--- src/rtl/ppide_pkg.sv ---
// Shared types and constants for the parallel-port IDE register sequencer.
// Assumes 8-bit port lanes; the step list encoding is private to this block.
package ppide_pkg;

    typedef enum logic [2:0] {
        OP_DATA,   // drive data lines
        OP_CTRL,   // drive control lines
        OP_ADDR,   // enhanced address phase
        OP_WDAT,   // enhanced data phase, host writes
        OP_RDAT,   // enhanced data phase, host reads
        OP_SMPA,   // take status, readback and data samples
        OP_SMPB,   // take second status sample
        OP_END     // finish, report
    } op_e;

    typedef struct packed {
        op_e        op;
        logic [7:0] val;
    } step_t;

    localparam logic [7:0] KEY_RD_NIB   = 8'h39;
    localparam logic [7:0] KEY_RD_53    = 8'h31;
    localparam logic [7:0] KEY_RD_BYTE  = 8'h29;
    localparam logic [7:0] KEY_WR_NAR   = 8'h19;
    localparam logic [7:0] KEY_WR_EPP   = 8'h40;
    localparam logic [7:0] CTL_SET_OFS  = 8'h80;
    localparam logic [7:0] CTL_IDLE     = 8'h04;
    localparam logic [2:0] MODE_TOP     = 3'd5;

endpackage

--- src/rtl/ppide_step_rom.sv ---
// Step list decoder: returns the step at a given index for a mode/direction.
// Assumes indices past the end of a list decode as OP_END; modes 6/7 are OP_END at index 0.
module ppide_step_rom
    import ppide_pkg::*;
#(
    parameter int STEP_W = 4
) (
    input  logic [2:0]        mode,
    input  logic              is_write,
    input  logic [7:0]        addr,
    input  logic [7:0]        wval,
    input  logic [STEP_W-1:0] idx,
    output step_t             step
);

    logic [7:0] r53;
    int         i;

    // Pick the step for the current mode, direction and index.
    always_comb begin
        step = '{OP_END, 8'h00};
        r53  = addr ^ KEY_RD_53;
        i    = int'(idx);
        if (!is_write) begin
            case (mode)
                3'd0: case (i)
                    0: step = '{OP_DATA, addr ^ KEY_RD_NIB};
                    1: step = '{OP_CTRL, 8'h01};
                    2: step = '{OP_CTRL, 8'h03};
                    3: step = '{OP_SMPA, 8'h00};
                    4: step = '{OP_CTRL, 8'h01};
                    5: step = '{OP_SMPB, 8'h00};
                    6: step = '{OP_CTRL, CTL_IDLE};
                    default: ;
                endcase
                3'd1: case (i)
                    0: step = '{OP_DATA, r53};
                    1: step = '{OP_CTRL, 8'h01};
                    2: step = '{OP_DATA, r53 & 8'h37};
                    3: step = '{OP_CTRL, 8'h03};
                    4: step = '{OP_CTRL, 8'h05};
                    5: step = '{OP_DATA, r53 | 8'hF0};
                    6: step = '{OP_SMPA, 8'h00};
                    7: step = '{OP_CTRL, CTL_IDLE};
                    default: ;
                endcase
                3'd2: case (i)
                    0: step = '{OP_DATA, addr ^ KEY_RD_BYTE};
                    1: step = '{OP_CTRL, 8'h01};
                    2: step = '{OP_CTRL, 8'h21};
                    3: step = '{OP_CTRL, 8'h23};
                    4: step = '{OP_SMPA, 8'h00};
                    5: step = '{OP_CTRL, CTL_IDLE};
                    default: ;
                endcase
                3'd3, 3'd4, 3'd5: case (i)
                    0: step = '{OP_ADDR, addr};
                    1: step = '{OP_CTRL, 8'h24};
                    2: step = '{OP_RDAT, 8'h00};
                    3: step = '{OP_CTRL, CTL_IDLE};
                    default: ;
                endcase
                default: ;
            endcase
        end else begin
            case (mode)
                3'd0, 3'd1, 3'd2: case (i)
                    0: step = '{OP_DATA, addr ^ KEY_WR_NAR};
                    1: step = '{OP_CTRL, 8'h01};
                    2: step = '{OP_DATA, wval};
                    3: step = '{OP_CTRL, 8'h03};
                    4: step = '{OP_CTRL, CTL_IDLE};
                    default: ;
                endcase
                3'd3, 3'd4, 3'd5: case (i)
                    0: step = '{OP_ADDR, addr ^ KEY_WR_EPP};
                    1: step = '{OP_WDAT, wval};
                    default: ;
                endcase
                default: ;
            endcase
        end
    end

endmodule

--- src/rtl/ppide_assemble.sv ---
// Rebuilds a read byte from the port samples according to the mode.
// Assumes samples were captured by the sequencer at its sample steps.
module ppide_assemble (
    input  logic [2:0] mode,
    input  logic [7:0] smp_a,
    input  logic [7:0] smp_b,
    input  logic [7:0] smp_d,
    output logic [7:0] byte_o
);

    // Merge the split samples: 4+4 nibbles, 5+3 bits, or the whole data byte.
    always_comb begin
        case (mode)
            3'd0:    byte_o = {smp_b[7:4], smp_a[7:4]};
            3'd1:    byte_o = {smp_b[3:1], smp_a[7:3]};
            default: byte_o = smp_d;
        endcase
    end

endmodule

--- src/rtl/ppide_reg_seq.sv ---
// Top of the register sequencer: accepts a request, walks the step list,
// drives the port lines, samples inputs and reports the read byte.
// Assumes port inputs are stable for the whole of a sample step.
module ppide_reg_seq
    import ppide_pkg::*;
#(
    parameter int IDX_W  = 7,
    parameter int HOLD_W = 8,
    parameter int STEP_W = 4
) (
    input  logic              clk,
    input  logic              rst_n,
    input  logic              start,
    input  logic              is_write,
    input  logic              ctl_sel,
    input  logic [IDX_W-1:0]  reg_idx,
    input  logic [2:0]        mode,
    input  logic [7:0]        wr_val,
    input  logic [HOLD_W-1:0] hold,
    input  logic [7:0]        stat_in,
    input  logic [7:0]        aux_in,
    input  logic [7:0]        pd_in,
    output logic [7:0]        pd_out,
    output logic              pd_oe,
    output logic [7:0]        pc_out,
    output logic              epp_astb,
    output logic              epp_dstb,
    output logic              epp_wr,
    output logic              busy,
    output logic              done,
    output logic              err,
    output logic [7:0]        rd_data
);

    localparam int PAD_W = 8 - IDX_W;

    logic              busy_q, wr_q;
    logic [2:0]        mode_q;
    logic [7:0]        addr_q, val_q, addr_in;
    logic [HOLD_W-1:0] hold_q, cnt_q;
    logic [STEP_W-1:0] idx_q, nxt_idx;
    logic [7:0]        smp_a, smp_b, smp_d, asm_byte;
    logic              accept, advance, bad_mode;
    logic [2:0]        n_mode;
    logic              n_wr;
    logic [7:0]        n_addr, n_val;
    step_t             cur, nxt;

    // Bus address: index widened, control set offset added.
    assign addr_in  = {{PAD_W{1'b0}}, reg_idx} + (ctl_sel ? CTL_SET_OFS : 8'h00);
    assign accept   = start && !busy_q;
    assign advance  = accept || (busy_q && cur.op != OP_END && cnt_q == hold_q);
    assign bad_mode = mode_q > MODE_TOP;

    // Parameters of the step about to be entered come from the request when idle.
    assign n_mode  = busy_q ? mode_q : mode;
    assign n_wr    = busy_q ? wr_q   : is_write;
    assign n_addr  = busy_q ? addr_q : addr_in;
    assign n_val   = busy_q ? val_q  : wr_val;
    assign nxt_idx = busy_q ? idx_q + 1'b1 : '0;

    ppide_step_rom #(.STEP_W(STEP_W)) u_rom_cur (
        .mode(mode_q), .is_write(wr_q), .addr(addr_q), .wval(val_q),
        .idx(idx_q), .step(cur)
    );

    ppide_step_rom #(.STEP_W(STEP_W)) u_rom_nxt (
        .mode(n_mode), .is_write(n_wr), .addr(n_addr), .wval(n_val),
        .idx(nxt_idx), .step(nxt)
    );

    ppide_assemble u_asm (
        .mode(mode_q), .smp_a(smp_a), .smp_b(smp_b), .smp_d(smp_d),
        .byte_o(asm_byte)
    );

    // Request latch, step index, hold counter and completion report.
    always_ff @(posedge clk) begin
        if (!rst_n) begin
            busy_q  <= 1'b0;
            wr_q    <= 1'b0;
            mode_q  <= '0;
            addr_q  <= '0;
            val_q   <= '0;
            hold_q  <= '0;
            cnt_q   <= '0;
            idx_q   <= '0;
            done    <= 1'b0;
            err     <= 1'b0;
            rd_data <= '0;
        end else begin
            done <= 1'b0;
            err  <= 1'b0;
            if (accept) begin
                busy_q <= 1'b1;
                wr_q   <= is_write;
                mode_q <= mode;
                addr_q <= addr_in;
                val_q  <= wr_val;
                hold_q <= hold;
                cnt_q  <= '0;
                idx_q  <= '0;
            end else if (busy_q && cur.op == OP_END) begin
                busy_q  <= 1'b0;
                done    <= 1'b1;
                err     <= bad_mode;
                rd_data <= bad_mode ? 8'hFF : asm_byte;
            end else if (advance) begin
                idx_q <= nxt_idx;
                cnt_q <= '0;
            end else if (busy_q) begin
                cnt_q <= cnt_q + 1'b1;
            end
        end
    end

    // Sample capture on the edge that leaves a sample step.
    always_ff @(posedge clk) begin
        if (!rst_n) begin
            smp_a <= '0;
            smp_b <= '0;
            smp_d <= '0;
        end else if (busy_q && advance) begin
            case (cur.op)
                OP_SMPA: begin
                    smp_a <= stat_in;
                    smp_b <= aux_in;
                    smp_d <= pd_in;
                end
                OP_SMPB: smp_b <= stat_in;
                OP_RDAT: smp_d <= pd_in;
                default: ;
            endcase
        end
    end

    // Port line drive on the edge that enters a step.
    always_ff @(posedge clk) begin
        if (!rst_n) begin
            pd_out   <= '0;
            pc_out   <= CTL_IDLE;
            epp_astb <= 1'b0;
            epp_dstb <= 1'b0;
            epp_wr   <= 1'b0;
        end else if (advance) begin
            epp_astb <= 1'b0;
            epp_dstb <= 1'b0;
            epp_wr   <= 1'b0;
            case (nxt.op)
                OP_DATA: pd_out <= nxt.val;
                OP_CTRL: pc_out <= nxt.val;
                OP_ADDR: begin
                    pd_out   <= nxt.val;
                    epp_astb <= 1'b1;
                    epp_wr   <= 1'b1;
                end
                OP_WDAT: begin
                    pd_out   <= nxt.val;
                    epp_dstb <= 1'b1;
                    epp_wr   <= 1'b1;
                end
                OP_RDAT: epp_dstb <= 1'b1;
                default: ;
            endcase
        end
    end

    // Release the data lines while the peripheral may drive them.
    assign pd_oe = !pc_out[5] && !(epp_dstb && !epp_wr);
    assign busy  = busy_q;

    AST_DONE_PULSE: assert property (@(posedge clk) disable iff (!rst_n)
        done |=> !done);
    AST_ERR_WITH_DONE: assert property (@(posedge clk) disable iff (!rst_n)
        err |-> done);
    AST_BAD_MODE_FAST: assert property (@(posedge clk) disable iff (!rst_n)
        (start && !busy && mode > MODE_TOP) |=> ##1 (done && err && rd_data == 8'hFF));
    AST_STROBE_EXCL: assert property (@(posedge clk) disable iff (!rst_n)
        !(epp_astb && epp_dstb));
    AST_DRIVE_RELEASE: assert property (@(posedge clk) disable iff (!rst_n)
        pc_out[5] |-> !pd_oe);
    AST_START_IGNORED: assert property (@(posedge clk) disable iff (!rst_n)
        (busy_q && start) |=> ($stable(mode_q) && $stable(addr_q)));
    AST_HOLD_BOUND: assert property (@(posedge clk) disable iff (!rst_n)
        busy_q |-> cnt_q <= hold_q);

endmodule

--- config.mk ---
export PLATFORM = sky130hd
export DESIGN_NAME = ppide_reg_seq
export DESIGN_NICKNAME = d
export VERILOG_FILES = /design/src/rtl/ppide_pkg.sv /design/src/rtl/ppide_step_rom.sv /design/src/rtl/ppide_assemble.sv /design/src/rtl/ppide_reg_seq.sv
export SDC_FILE = /design/constraint.sdc
export NUM_CORES = 1
export LEC_CHECK = 0
export BUFFER_PORTS_ARGS = -buffer_cell sky130_fd_sc_hd__buf_2
export CORE_AREA = 3 3 105 107
export CTS_CLUSTER_SIZE = 20
export DETAILED_ROUTE_END_ITERATION = 12
export DIE_AREA = 0 0 108 110
export GPL_TIMING_DRIVEN = 1
export PLACE_DENSITY = 0.79
export SKIP_CTS_REPAIR_TIMING = 1
export SYNTH_ARGS = -nofsm -noshare
export SYNTH_HDL_FRONTEND = slang
export SYNTH_SLANG_ARGS = --single-unit
--- constraint.sdc ---
create_clock -name clk -period 3.4 [get_ports clk]
set_input_delay 0.17 -clock clk [delete_from_list [all_inputs] [get_ports clk]]
set_output_delay 0.17 -clock clk [all_outputs]
set_load 0.005 [all_outputs]
==> flow_metrics.env, run 1 <==
export IMPL_outcome="complete, no violations"
export IMPL_p_per_area_nw_per_um2=375
export IMPL_syn_nets=806
export IMPL_hold_viol=0
export IMPL_total_leakage_power_nw=2.73
export IMPL_gp_congestion=0.947
export IMPL_area_growth_pct=13.9
export IMPL_grt_pass1_vias=5266
export IMPL_htree_levels=3
export IMPL_num_vias=5972
export IMPL_std_cell_rows=37
export IMPL_synth_distinct_cells=85
export IMPL_viasPerCell=6.20
export IMPL_maxCapViolations=0
export IMPL_hold_ws_ns=0.00559
export IMPL_multi_input_area_sq_um=3660
export IMPL_diodes=0
export IMPL_synth_top_area_frac=0.310
export IMPL_numPortBuffers=83
export IMPL_drt_iter0_markers=642
export IMPL_synth_edf_count=0
export IMPL_fmax_ghz=0.315
export IMPL_worst_slew_pin_slew_ns=0.707
export IMPL_synth_area_top_cells="dfxtp_1 (31%), nand2_1 (6.8%), mux2i_1 (6.5%)"
export IMPL_grt_pass1_wl_um=27100
export IMPL_worstSetupPathType="register to register"
export IMPL_synth_seq_cells=90
export IMPL_syn_area_sq_um=5810
export IMPL_cp_arrival_ns=3.44
export IMPL_grt_antenna_before_repair=1
export IMPL_hpwl_um=12700
export IMPL_yosysSeqAreaShare=0.310
export IMPL_yosysTopAreaCell="dfxtp_1"
export IMPL_numCtsBuffers=9
export IMPL_setup_viol_count_final=0
export IMPL_gr_usage_all_layers=0.286
export IMPL_relSlewSlack=0.525
export IMPL_synth_most_common_cell="nand2_1"
export IMPL_antenna_left=0
export IMPL_start_kind="register"
export IMPL_fin_crit_sh=0.933
export IMPL_clkTransAtPathRegs_ns=0.11
export IMPL_drv_slew=0
export IMPL_reg2reg_from="idx_q[0]"
export IMPL_yosysWarningCount=0
export IMPL_min_delay_start="pd_in[1]"
export IMPL_synth_ff_type="dfxtp_1"
export IMPL_drt_total_wl_um=17200
export IMPL_finClkSkew_ns=0.0180
export IMPL_required_ns=3.67
export IMPL_n_fill_cell=912
export IMPL_grt_ovfl_total=0
export IMPL_die_h_um=110
export IMPL_nets=883
export IMPL_wire_per_inst_um=17.9
export IMPL_fin_crit_ns=3.17
export IMPL_worst_skew_pair_late_latency_ns=0.38
export IMPL_drc=0
export IMPL_worstPathMaxFanout=12
export IMPL_die_area_sq_um=11900
export IMPL_first_pass_iters=5
export IMPL_ios=86
export IMPL_min_path_type="input pin to register"
export IMPL_cts_buffer_depth=2
export IMPL_yosys_top_cells_count="nand2_1 (105), dfxtp_1 (90), a21oi_1 (70)"
export IMPL_synth_cells=746
export IMPL_rsz0062_at_grt="false"
export IMPL_tns_ns=0
export IMPL_cts_tree="done"
export IMPL_end_kind="register"
export IMPL_core_sq_um=10200
export IMPL_root_buffer="clkbuf_8"
export IMPL_cts_sinks=90
export IMPL_async_flop_share=0
export IMPL_critPathLaunch="idx_q[0]"
export IMPL_seqCellArea_sq_um=1800
export IMPL_grt_max_degree=41
export IMPL_avgSynthCellArea_sq_um=7.79
export IMPL_peakVddDrop_uv=237
export IMPL_die_x_um=108
export IMPL_total_power_mw=2.48
export IMPL_final_core_util=0.647
export IMPL_drive_gt1_frac=0.213
export IMPL_start_util=0.568
==> layout by cell type (no fill, tap or decap), types with 6 or more instances in the layout <==
cell type,synthesis,final
o21ai_1,17,17
o32ai_1,6,6
mux2i_1,38,38
a21oi_1,70,70
nor2b_1,10,9
dfxtp_1,90,89
nand3_1,33,33
inv_1,12,12
o31ai_1,6,6
and2_1,8,8
o211ai_1,9,9
o221ai_1,11,11
xor2_1,13,13
nand2b_1,6,6
clkbuf_8,0,9
o21ai_0,33,33
nor2_1,64,64
nor3_1,11,11
buf_4,5,42
buf_2,24,83
and3_1,10,10
nand2_1,105,105
a31oi_1,11,11
mux2_2,11,11
==> cells by family after synthesis <==
family | share of synthesized area
and+or+nand+nor | 0.234
muxes | 0.0954
buffers and inverters | 0.0633
xor gates and xnor gates | 0.0284
adders and majority gates | 0.0108
AOI/OAI and AO/OA | 0.258
DFF | 0.310
==> path summary, 6_finish.rpt <==
path	to	slack (ns)	cells after the start
min reg2reg	addr_q[2]	0.46	2
max	pc_out[4]	0.23	9
min	smp_d[1]	0.006	3
max reg2reg	pc_out[4]	0.23	9
==> layout make-up <==
| class | count | area share |
|---|---|---|
| flip-flops and latches | 90 | 0.273 |
| repair buffers | 125 | 0.110 |
| well taps | 136 | 0.0257 |
| clock buffers | 9 | 0.0187 |
| multi-input cells | 583 | 0.553 |
| inverters | 14 | 0.00794 |
| clock inverters | 7 | 0.0119 |
==> flip-flops by register name, summed over array words and instances (netlist names) <==
register  count
addr_q        8
busy          1
cnt_q         8
done          1
epp_astb      1
epp_dstb      1
epp_wr        1
err           1
hold_q        8
idx_q         4
mode_q        3
pc_out        8
pd_out        8
rd_data       8
smp_a         5
smp_b         7
smp_d         8
val_q         8
wr_q          1
==> power breakdown <==
part           internal (mW)  switching, mW
Clock                  0.292          0.452
Sequential              1.10         0.0375
Combinational          0.244          0.362
Total                   1.63          0.851
==> per-layer routing <==
layer  vias to the layer above  routed length, um  track usage
met2                       287               7520        0.429
li1                       2859                  -            -
met1                      2779               7830        0.411
met3                        45               1460       0.0664
met4                         2                406       0.0821
met5                         -                  7            0
==> per-stage QoR <==
step | cells | area [sq um] | setup slack [ns]
5_1_grt | 964 | 6620 | 0.0216
3_5_place_dp | 945 | 6370 | 0.0298
6_report | 964 | 6620 | 0.228
4_1_cts | 961 | 6580 | 0.00216
3_3_place_gp | 945 | 6370 | 0.240
2_1_floorplan | 746 | 5810 | 0.434
==> critical path, cell delays in order (launching register included) <==
cell	delay, ns
dfxtp_1	0.42
inv_1	0.10
ha_1	0.49
nor2_1	0.47
o32ai_1	0.14
buf_4	0.17
nor4_2	0.60
o2111ai_1	0.28
buf_4	0.22
and3_1	0.18
Power figures use the tool's default switching activity.
==> run 2: changes to the inputs <==
--- a/config.mk
+++ b/config.mk
@@ -6,13 +6,14 @@
 export NUM_CORES = 1
 export LEC_CHECK = 0
 export BUFFER_PORTS_ARGS = -buffer_cell sky130_fd_sc_hd__buf_2
-export CORE_AREA = 3 3 105 107
+export CORE_AREA = 3 3 111 113
 export CTS_CLUSTER_SIZE = 20
 export DETAILED_ROUTE_END_ITERATION = 12
-export DIE_AREA = 0 0 108 110
+export DIE_AREA = 0 0 114 116
 export GPL_TIMING_DRIVEN = 1
 export PLACE_DENSITY = 0.79
 export SKIP_CTS_REPAIR_TIMING = 1
 export SYNTH_ARGS = -nofsm -noshare
 export SYNTH_HDL_FRONTEND = slang
+export SYNTH_HIERARCHICAL = 1
 export SYNTH_SLANG_ARGS = --single-unit
==> constraint.sdc (replaced) <==
create_clock -name clk -period 3.4 [get_ports clk]
set_input_delay 0.68 -clock clk [delete_from_list [all_inputs] [get_ports clk]]
set_output_delay 0.68 -clock clk [all_outputs]
set_load 0.005 [all_outputs]
==> run 2 against run 1 <==
Effect of this change: clock power up 33%; register-to-register slack hardly changed; final area shrank 1.9%; clock skew down 0.0091 ns; global-route usage decreased by 6.8 points; critical path depth rose by 1; critical path type unchanged.
==> flow_metrics.env, run 2 <==
export IMPL_avgSynthCellArea_sq_um=7.94
export IMPL_hold_ws_ns=0.459
export IMPL_clkTransAtPathRegs_ns=0.07
export IMPL_num_vias=5345
export IMPL_peakVddDrop_uv=217
export IMPL_cts_buffer_depth=2
export IMPL_fin_crit_ns=3.19
export IMPL_mostFrequentLayoutCells="nand2_1 (146), dfxtp_1 (89), buf_2 (83)"
export IMPL_drc=0
export IMPL_crit_chain="or2b_1 > o21ai_0 > a221oi_1 > a221oi_1 > or2_1 > nand3_1 > nand2_1 > or3_4 > a2111o_2 > mux2i_1"
export IMPL_fin_crit_sh=0.937
export IMPL_gp_congestion=0.899
export IMPL_tns_ns=0
export IMPL_die_h_um=116
export IMPL_cpPeakStageDelay_ns=0.62
export IMPL_total_power_mw=2.69
export IMPL_syn_nets=784
export IMPL_worst_slew_pin_slew_ns=1.15
export IMPL_numPortBuffers=83
export IMPL_yosysWarningCount=6
export IMPL_die_x_um=114
export IMPL_p_per_area_nw_per_um2=414
export IMPL_fmax_ghz=0.314
export IMPL_drt_total_wl_um=14400
export IMPL_grt_pass1_vias=4850
export IMPL_diodes=0
export IMPL_end_kind="register"
export IMPL_grt_pass1_wl_um=23700
export IMPL_hold_viol=0
export IMPL_required_ns=3.63
export IMPL_viasPerCell=5.80
export IMPL_ios=86
export IMPL_cpMostUsedCell="a221oi_1"
export IMPL_layout_cells_most_common="nand2_1"
export IMPL_finClkSkew_ns=0.00885
export IMPL_area_growth_pct=12.4
export IMPL_worst_skew_pair_late_latency_ns=0.35
export IMPL_cts_sinks=90
export IMPL_grt_antenna_before_repair=0
export IMPL_relSlewSlack=0.231
export IMPL_cts_tree="done"
export IMPL_setup_viol_count_final=0
export IMPL_start_util=0.505
export IMPL_worstSetupPathType="register to register"
export IMPL_std_cell_rows=39
export IMPL_die_area_sq_um=13200
export IMPL_syn_area_sq_um=5770
export IMPL_htree_levels=3
export IMPL_drive_gt1_frac=0.228
export IMPL_wire_per_inst_um=15.7
export IMPL_core_sq_um=11400
export IMPL_worstPathMaxFanout=10
export IMPL_final_core_util=0.568
export IMPL_total_leakage_power_nw=2.73
export IMPL_cp_arrival_ns=3.42
export IMPL_critPathTopFamily="compound AO/OA/AOI/OAI gates"
export IMPL_maxCapViolations=0
export IMPL_drt_iter0_markers=553
export IMPL_root_buffer="clkbuf_16"
export IMPL_synth_cells=727
export IMPL_nets=831
export IMPL_min_path_type="register to register"
export IMPL_first_pass_iters=5
export IMPL_gr_usage_all_layers=0.218
export IMPL_rsz0062_at_grt="false"
export IMPL_hpwl_um=10300
export IMPL_numCtsBuffers=9
export IMPL_cp_slowest_cell="a2111o_2"
export IMPL_outcome="complete, no violations"
export IMPL_drv_slew=0
export IMPL_antenna_left=0
export IMPL_crit_buf_inv=0
export IMPL_grt_max_degree=50
export IMPL_grt_ovfl_total=0
export IMPL_start_kind="register"
run 2: final timing paths:
check / startpoint / to / slack [ns] / cells after the start
worst max-delay path: mode_q[1] / pc_out[7] / 0.21 / 10
worst min-delay path: pd_out[6] / pd_out[6] / 0.46 / 2
worst max register to register: mode_q[1] / pc_out[7] / 0.21 / 10
worst min register to register: pd_out[6] / pd_out[6] / 0.46 / 2
run 2: worst reg2reg max path, delay by kind of cell, from the launching register on:
kind            cells  cell delay (ns)
compound gates      4             1.28
simple gates        5             1.09
flops               1             0.54
mux                 1             0.17
run 2: layer usage:
metal	vias to the layer above	part of all wire	global-route usage
li1	2639	-	-
met1	2457	0.43	0.283
met2	201	0.48	0.359
met3	48	0.051	0.0245
met4	0	0.041	0.114
met5	-	0	0
run 2: layout make-up:
cell class,instances,area (sq um)
clock buffers,10,239
clock inverters,6,57.6
fillers,1074,4930
inverters,18,67.6
multi-input cells,544,3500
flip-flops and latches,90,1800
well taps,143,179
repair buffers,111,638
run 2: stage by stage:
stage          instance area [sq um]  std cells  setup slack (ns)
3_3_place_gp                    6190        906             0.185
6_report                        6490        922             0.215
4_1_cts                         6490        922             0.189
3_5_place_dp                    6190        906             0.142
2_1_floorplan                   5770        727             0.394
5_1_grt                         6490        922            0.0240
run 2: where the power goes:
group | total (mW) | switching, mW | internal (mW) | leakage [nW]
Sequential | 1.13 | 0.0313 | 1.09 | 0.731
Combinational | 0.569 | 0.333 | 0.236 | 1.86
Clock | 0.991 | 0.461 | 0.530 | 0.139
Total | 2.69 | 0.825 | 1.86 | 2.73
==> run 3: changes to the inputs <==
--- a/config.mk
+++ b/config.mk
@@ -5,13 +5,14 @@
 export SDC_FILE = /design/constraint.sdc
 export NUM_CORES = 1
 export LEC_CHECK = 0
+export ABC_AREA = 1
 export BUFFER_PORTS_ARGS = -buffer_cell sky130_fd_sc_hd__buf_2
-export CORE_AREA = 3 3 111 113
+export CORE_AREA = 3 3 110 112
 export CTS_CLUSTER_SIZE = 20
 export DETAILED_ROUTE_END_ITERATION = 12
-export DIE_AREA = 0 0 114 116
+export DIE_AREA = 0 0 113 115
 export GPL_TIMING_DRIVEN = 1
-export PLACE_DENSITY = 0.79
+export PLACE_DENSITY = 0.8
 export SKIP_CTS_REPAIR_TIMING = 1
 export SYNTH_ARGS = -nofsm -noshare
 export SYNTH_HDL_FRONTEND = slang
==> run 3 against run 2 <==
Effect of this change: area after synthesis fell by 0.41%; fmax grew 4.2%; combinational power grew 50%; non-clock buffer count fell by 12; worst setup slack improved by 0.13 ns; die area down 1.7%; sequential share of layout area is 0.37 points lower; register-to-register slack improved by 0.13 ns; via count up 14%; cell count increased by 25%; routed wire length rose by 8.8%.
==> flow_metrics.env, run 3 <==
export IMPL_start_util=0.508
export IMPL_layout_cells_most_common="nand2_1"
export IMPL_drc=0
export IMPL_std_cell_rows=39
export IMPL_num_vias=6102
export IMPL_wire_per_inst_um=13.6
export IMPL_clkPwrFrac=0.348
export IMPL_ios=86
export IMPL_seq_power_share=0.378
export IMPL_grt_ovfl_total=0
export IMPL_hpwl_um=11400
export IMPL_syn_nets=989
export IMPL_grt_antenna_before_repair=0
export IMPL_die_area_sq_um=13000
export IMPL_diodes=0
export IMPL_numCtsBuffers=9
export IMPL_outcome="complete, no violations"
export IMPL_hold_ws_ns=0.448
export IMPL_dp_cells=1138
export IMPL_start_kind="register"
export IMPL_htree_levels=3
export IMPL_cts_tree="done"
export IMPL_p_comb_frac=0.274
export IMPL_first_pass_iters=5
export IMPL_avgSynthCellArea_sq_um=6.17
export IMPL_worst_slew_pin_slew_ns=0.558
export IMPL_drt_total_wl_um=15700
export IMPL_mostFrequentLayoutCells="nand2_1 (252), nor2_1 (103), inv_1 (98)"
export IMPL_internal_power_mw=2.05
export IMPL_syn_area_sq_um=5750
export IMPL_tns_ns=0
export IMPL_end_kind="register"
export IMPL_fin_crit_sh=0.899
export IMPL_peakVddDrop_uv=472
export IMPL_grt_pass1_wl_um=25800
export IMPL_nets=1063
export IMPL_hold_viol=0
export IMPL_total_power_mw=3.11
export IMPL_die_x_um=113
export IMPL_fmax_ghz=0.327
export IMPL_yosysWarningCount=6
export IMPL_gr_usage_all_layers=0.244
export IMPL_power_switching_mw=1.05
export IMPL_cts_buffer_depth=2
export IMPL_min_path_type="register to register"
export IMPL_final_core_util=0.581
export IMPL_final_cell_count_no_fill=1154
export IMPL_fin_crit_ns=3.06
export IMPL_synth_cells=932
export IMPL_gp_congestion=0.976
export IMPL_numPortBuffers=83
export IMPL_total_leakage_power_nw=3.18
export IMPL_rsz0062_at_grt="false"
export IMPL_grt_pass1_vias=5480
export IMPL_setup_viol_count_final=0
export IMPL_core_sq_um=11300
export IMPL_drv_slew=0
export IMPL_cts_sinks=90
export IMPL_grt_max_degree=59
export IMPL_area_growth_pct=14.4
export IMPL_finClkSkew_ns=0.0109
export IMPL_worstSetupPathType="register to register"
export IMPL_relSlewSlack=0.624
export IMPL_required_ns=3.63
export IMPL_cp_arrival_ns=3.28
export IMPL_maxCapViolations=0
export IMPL_p_per_area_nw_per_um2=472
export IMPL_worstPathMaxFanout=16
export IMPL_worst_skew_pair_late_latency_ns=0.36
export IMPL_power_share_switching=0.339
export IMPL_clkTransAtPathRegs_ns=0.07
export IMPL_die_h_um=115
export IMPL_antenna_left=0
export IMPL_viasPerCell=5.29
export IMPL_drive_gt1_frac=0.170
export IMPL_root_buffer="clkbuf_16"
export IMPL_drt_iter0_markers=468
## run 3: worst paths after layout
kind	to	start	cells after the start	slack [ns]
min reg2reg	addr_q[7]	addr_q[7]	2	0.45
max reg2reg	pc_out[2]	idx_q[0]	13	0.34
max	pc_out[2]	idx_q[0]	13	0.34
min	addr_q[7]	addr_q[7]	2	0.45
## run 3: area by class of cell
type / count / area, sq um
fill: 1176 / 4750
sequential: 90 / 1800
inverter: 117 / 444
clock inverter: 6 / 87.6
tap: 143 / 179
timing repair buffer: 99 / 548
multi-input combinational: 689 / 3280
clock buffer: 10 / 229
## run 3: critical path, cell delays in order, from the launching register on
cell	delay, ns
dfxtp_1	0.62
ha_1	0.24
xnor2_1	0.06
nor2_1	0.39
inv_1	0.13
nor2_2	0.19
nand2_1	0.20
a21oi_1	0.22
o21ai_0	0.22
nor3_1	0.22
buf_4	0.24
nand2_1	0.08
nand2_1	0.06
nand3_1	0.06
## run 3: metal layers
layer  track usage  wire length [um]  up-vias
met3        0.0553               911       37
met4         0.103               538        0
li1              -                 -     3170
met5             0                 0        -
met1         0.298              6820     2710
met2         0.414              7430      185
## run 3: per-stage QoR
stage / area (sq um) / setup slack, ns
2_1_floorplan: 5750 / 0.514
3_3_place_gp: 6250 / 0.340
3_5_place_dp: 6250 / 0.322
4_1_cts: 6570 / 0.294
5_1_grt: 6570 / 0.0338
6_report: 6570 / 0.344
## run 3: power by group through the flow
stage	Clock [mW]	Combinational [mW]	Sequential (mW)
2_1_floorplan	0	0.620	1.19
3_3_place_gp	0	0.831	1.20
3_5_place_dp	0	0.838	1.20
4_1_cts	1.10	0.842	1.17
5_1_grt	1.14	0.964	1.18
6_report	1.08	0.851	1.17
